## src/rtl/rgb_minifloat_codec.sv

```systemverilog
module rgb_minifloat_codec #(
  parameter bit REG_OUT = 1'b1
) (
  input  logic        clk,
  input  logic        rst_n,
  input  logic [31:0] unpk_word,
  output logic [31:0] unpk_red,
  output logic [31:0] unpk_grn,
  output logic [31:0] unpk_blu,
  output logic [31:0] unpk_alf,
  input  logic [15:0] pk_red_h,
  input  logic [15:0] pk_grn_h,
  input  logic [15:0] pk_blu_h,
  output logic [31:0] pk_word
);
  localparam logic [15:0] HALF_ONE = 16'h3C00;

  function automatic logic [31:0] widen(input logic [15:0] h);
    logic [4:0]  e;
    logic [9:0]  m;
    logic [3:0]  p;
    logic [32:0] sh;
    e = h[14:10];
    m = h[9:0];
    p = 4'd0;
    for (int i = 0; i < 10; i++)
      if (m[i]) p = 4'(i);
    sh = 33'(m) << (5'd23 - 5'(p));
    if (e == 5'h1F)
      widen = {h[15], 8'hFF, m, 13'd0};
    else if (e != 5'd0)
      widen = {h[15], 8'(e) + 8'd112, m, 13'd0};
    else if (m == 10'd0)
      widen = {h[15], 31'd0};
    else
      widen = {h[15], 8'(p) + 8'd103, sh[22:0]};
  endfunction

  logic [15:0] r_h, g_h, b_h;
  logic [31:0] r_f, g_f, b_f, a_f, pk_c;

  assign r_h = {1'b0, unpk_word[10:0], 4'd0};
  assign g_h = {1'b0, unpk_word[21:11], 4'd0};
  assign b_h = {1'b0, unpk_word[31:22], 5'd0};

  assign r_f = widen(r_h);
  assign g_f = widen(g_h);
  assign b_f = widen(b_h);
  assign a_f = widen(HALF_ONE);

  assign pk_c = {pk_blu_h[14:5], pk_grn_h[14:4], pk_red_h[14:4]};

  generate
    if (REG_OUT) begin : g_reg
      always_ff @(posedge clk or negedge rst_n) begin
        if (!rst_n) begin
          unpk_red <= '0;
          unpk_grn <= '0;
          unpk_blu <= '0;
          unpk_alf <= '0;
          pk_word  <= '0;
        end else begin
          unpk_red <= r_f;
          unpk_grn <= g_f;
          unpk_blu <= b_f;
          unpk_alf <= a_f;
          pk_word  <= pk_c;
        end
      end
    end else begin : g_comb
      assign unpk_red = r_f;
      assign unpk_grn = g_f;
      assign unpk_blu = b_f;
      assign unpk_alf = a_f;
      assign pk_word  = pk_c;
    end
  endgenerate
endmodule

```

## config.mk

```make
export PLATFORM = sky130hd
export DESIGN_NAME = rgb_minifloat_codec
export DESIGN_NICKNAME = d
export VERILOG_FILES = /design/src/rtl/rgb_minifloat_codec.sv
export SDC_FILE = /design/constraint.sdc
export NUM_CORES = 1
export LEC_CHECK = 0
export BUFFER_PORTS_ARGS = -buffer_cell sky130_fd_sc_hd__buf_2
export CORE_MARGIN = 2
export CORE_UTILIZATION = 46
export DETAILED_ROUTE_END_ITERATION = 16
export PLACE_DENSITY = 0.84
export SLEW_MARGIN = 0
export SYNTH_ARGS = -nofsm -noshare
export SYNTH_HDL_FRONTEND = slang
export SYNTH_SLANG_ARGS = --single-unit
```

## constraint.sdc

```tcl
create_clock -name clk -period 1.8 [get_ports clk]
set_input_delay 0.36 -clock clk [delete_from_list [all_inputs] [get_ports clk]]
set_output_delay 0.36 -clock clk [all_outputs]
set_load 0.1 [all_outputs]
```

Yosys cells after proc, flatten, opt, wreduce, memory -nomap -nowiden
Cells that the tools add are included.
- eq/ne operators: 3
- add/subtract/negate cells: 9
- mux-type cells: 26
- reduce and logical (&&, ||, !) cells: 6
- shifts and indexed selects: 3
- operators by type and width (cell ; number):
    31-bit two-way mux ; 8
    10-bit by 5-bit left shift with 23-bit output ; 3
    4-bit two-way mux ; 14
    32-bit two-way mux ; 1
    10-bit zero test ; 3
    4-bit by 7-bit adder with 8-bit output, second input constant ; 3
    5-bit by 7-bit adder with 8-bit output, second input constant ; 3
    5-bit equality test, second input constant ; 3
    5-bit nonzero test ; 3
    5-bit by 4-bit subtractor with 5-bit output, first input constant ; 3
    3-bit two-way mux ; 3
- register bits after elaboration: 129
- output and inout bits: 160

Longest topological paths before layout
- depth after elaboration: 11
- gate-level depth with buffers: 8

Worst setup path before layout
Ideal clock, no wire load.
- path type: register to output
- from: reg unpk_alf[23] (netlist name)
- to: out unpk_alf[24]
- stages on the path, launching flop included: 2
- data required time: 1.440 ns
- path buffers: 1
- data arrival time: 1.407 ns
- setup slack: 0.033 ns
- cell sequence: dfrtp_1 > buf_4
- RTL lines (item ; RTL line ; source):
    to (decl) ; 10 ; output logic [31:0] unpk_alf,
No word-level cell between the ends.

Worst setup path in the final report
- from: reg unpk_alf[23] (netlist name)
- to: out unpk_alf[26]
No word-level cell between the ends.

==> reports/results.tsv <==
stage	metric	value	unit
run_status	status	completed	
routing	routedWlPerCell	13.7	um
routing	ant_nets	0	
cts	root_buffer	clkbuf_8	
setup_path	crit_slowest_cell	buf_2	
sta	hold_ws	93.3	ps
cts	clock_sinks	110	
setup_path	crit_required	1440	ps
grt	grt_pass1_wl	14000	um
setup_path	path_delay_family	buffers and inverters	
final_layout	num_antenna_cells	0	
cts	cts.path.max_buffers	2	
worst_hold_path	hp-class	primary input to flip-flop	
logic_synthesis	yosysTopAreaCellShare	67.8	%
routing	post-route-drc-count	0	
routing	dr.pass1.iters	4	
logic_synthesis	synth_top_cell_by_area	dfrtp_1	
pwr	peakVddDrop	548	uV
grt	overflow	0	
setup_path	slowest_delay	460	ps
sta	tightest_slew	621	ps
placed_design	port-buffer-count	184	
pwr	powerDensity	1140	nW/um2
final_layout	drive_gt1_share	39.7	%
setup_path	path_depth	1	
sta	fin_tns_setup	0	ps
logic_synthesis	syn_area	4060	um2
logic_synthesis	synth_edf_count	0	
setup_path	cp-start-kind	flip-flop	
cts	cts-resized-gates	0	
floorplanning	coreArea	8640	um2
final_layout	fill_cells	719	
setup_path	worstSetupPathType	flip-flop to output port	
grt	antenna_found_initial	0	
logic_synthesis	synth_area_leaders	dfrtp_1, buf_4, a21oi_1, nand2_1, o21ai_0	
setup_path	cp_max_fo	7	
sta	min_period	1600	ps
job	cap_viol_max_count	0	
final_layout	multi_input_area	1140	um2
cts	cts_made_buffers	9	
setup_path	critical_path_buf_inv_count	1	
grt	grt_pass1_vias	2777	
logic_synthesis	ys_seq_elements	110	
cts	tritoncts	done	
sta	rsz0062_at_grt	false	
placed_design	placement.cell_area	5070	um2
logic_synthesis	ys.flop_type	dfrtp_1	
floorplanning	start_util	47.0	%
floorplanning	die_w	98.0	um
logic_synthesis	async_reset_ff_share	100	%
cts	clk_pin_slew	120	ps
pwr	power	6.01	mW
routing	vias	2984	
sta	fmax	623	MHz
final_layout	mostFrequentLayoutCell	buf_2	
final_layout	final_cells	654	
sta	final-hold-violation-count	0	
floorplanning	num_io_pins	242	
sta	max_slew_margin	58.2	%
placed_design	gp_congestion	0.873	
floorplanning	die_area	9590	um2
final_layout	design_area	5290	um2
placed_design	hpwl	7090	um
final_layout	synthToLayoutAreaGrowth	30.2	%
logic_synthesis	avgSynthCellArea	12.7	um2
worst_hold_path	min_path_cells	1	
floorplanning	die_y	98.0	um
grt	grt_max_degree	48	
final_layout	final_nets	626	
grt	track_usage	18.5	%
sta	final_max_slew_viol_count	0	
final_layout	ff_latch_area	2750	um2
sta	finalSetupViolations	0	
routing	wl	8930	um
logic_synthesis	ys_seq_area_share	67.8	%
logic_synthesis	yosys_warnings	0	
sta	fin_crit_sh	89.2	%
setup_path	path_cells	buf_2	
floorplanning	num_rows	34	
logic_synthesis	synth_cell_type_count	47	
setup_path	crit_path_end_kind	output port	
pwr	p_leak	2.76	nW
routing	drtIter0Drc	80	
routing	viasPerCell	4.56	
cts	h-tree-depth	3	
setup_path	cp_data_arrival_time	1240	ps
final_layout	final_cell_mix	buf_2, dfrtp_1, conb_1	
logic_synthesis	syn_inst	320	
placed_design	place_inst	637	
repair_timing:
action / CTS / global route
buffers inserted: 0 / 0
setup endpoints to repair: 0 / 0
hold buffers: 1 / 0
hold endpoints to repair: 24 / 0
final cells by class:
cell class	instances	share of cell area [%]
inverter	9	0.639
multi-input combinational	217	21.5
clock buffer	9	2.34
sequential	110	52.1
timing repair buffer	194	19.4
clock inverter	7	1.44
tap	108	2.56
metal layers:
metal | global-route usage [%] | routed length, um | share of wire [%] | up-vias
met3 | 3.65 | 802 | 9.0 | 19
met1 | 21.8 | 3190 | 36 | 1405
met4 | 7.37 | 242 | 2.7 | 0
met5 | 0 | 0 | 0 | -
met2 | 33.1 | 4700 | 53 | 184
li1 | - | - | - | 1376
Yosys cell counts (2+ instances only):
| cell | number |
|---|---|
| a211oi_1 | 2 |
| a211oi_2 | 2 |
| a21o_1 | 6 |
| a21oi_1 | 16 |
| a2bb2oi_1 | 2 |
| a31oi_1 | 2 |
| and2_1 | 4 |
| and3_1 | 2 |
| buf_4 | 50 |
| clkbuf_1 | 10 |
| conb_1 | 2 |
| dfrtp_1 | 110 |
| ha_1 | 3 |
| inv_1 | 8 |
| nand2_1 | 15 |
| nand2b_1 | 3 |
| nand3_1 | 5 |
| nand4_1 | 2 |
| nor2_1 | 13 |
| nor2b_1 | 7 |
| nor3_1 | 3 |
| o211ai_1 | 2 |
| o21ai_0 | 10 |
| o21ai_1 | 9 |
| o21bai_1 | 6 |
| o31ai_2 | 2 |
| or3_1 | 4 |
logic make-up after synthesis:
| group | Yosys count | synth area share, % |
|---|---|---|
| AOI/OAI and AO/OA | 66 | 10.7 |
| other | 2 | 0.185 |
| and+or+nand+nor | 65 | 8.51 |
| xor gates and xnor gates | 2 | 0.432 |
| DFF | 110 | 67.8 |
| adders and majority gates | 3 | 0.925 |
| buffers and inverters | 72 | 11.5 |
flip-flops by register name, indices dropped and copies added (netlist names):
name / cells
pk_word: 32
unpk_grn: 26
unpk_red: 26
unpk_blu: 25
unpk_alf: 1
metrics by stage:
| stage | utilization, % | worst slack, ps |
|---|---|---|
| 2_1_floorplan | - | 33.0 |
| 3_3_place_gp | 58.8 | 82.9 |
| 3_5_place_dp | 58.8 | 34.3 |
| 4_1_cts | 61.2 | 170 |
| 5_1_grt | 61.2 | 135 |
| 6_report | 61.2 | 195 |
power by group:
group	switching, mW	internal [mW]
Clock	0.870	0.546
Combinational	1.73	0.224
Sequential	0.0357	2.60
Total	2.64	3.37
path summary, 6_finish.rpt:
| path | from | end |
|---|---|---|
| min | pk_blu_h[11] | pk_word[28] |
| min in group asynchronous | rst_n | unpk_red[8] |
| max in group asynchronous | rst_n | pk_word[30] |
| max | unpk_alf[23] | unpk_alf[26] |
Note: power is estimated with default switching activity, not from simulation.
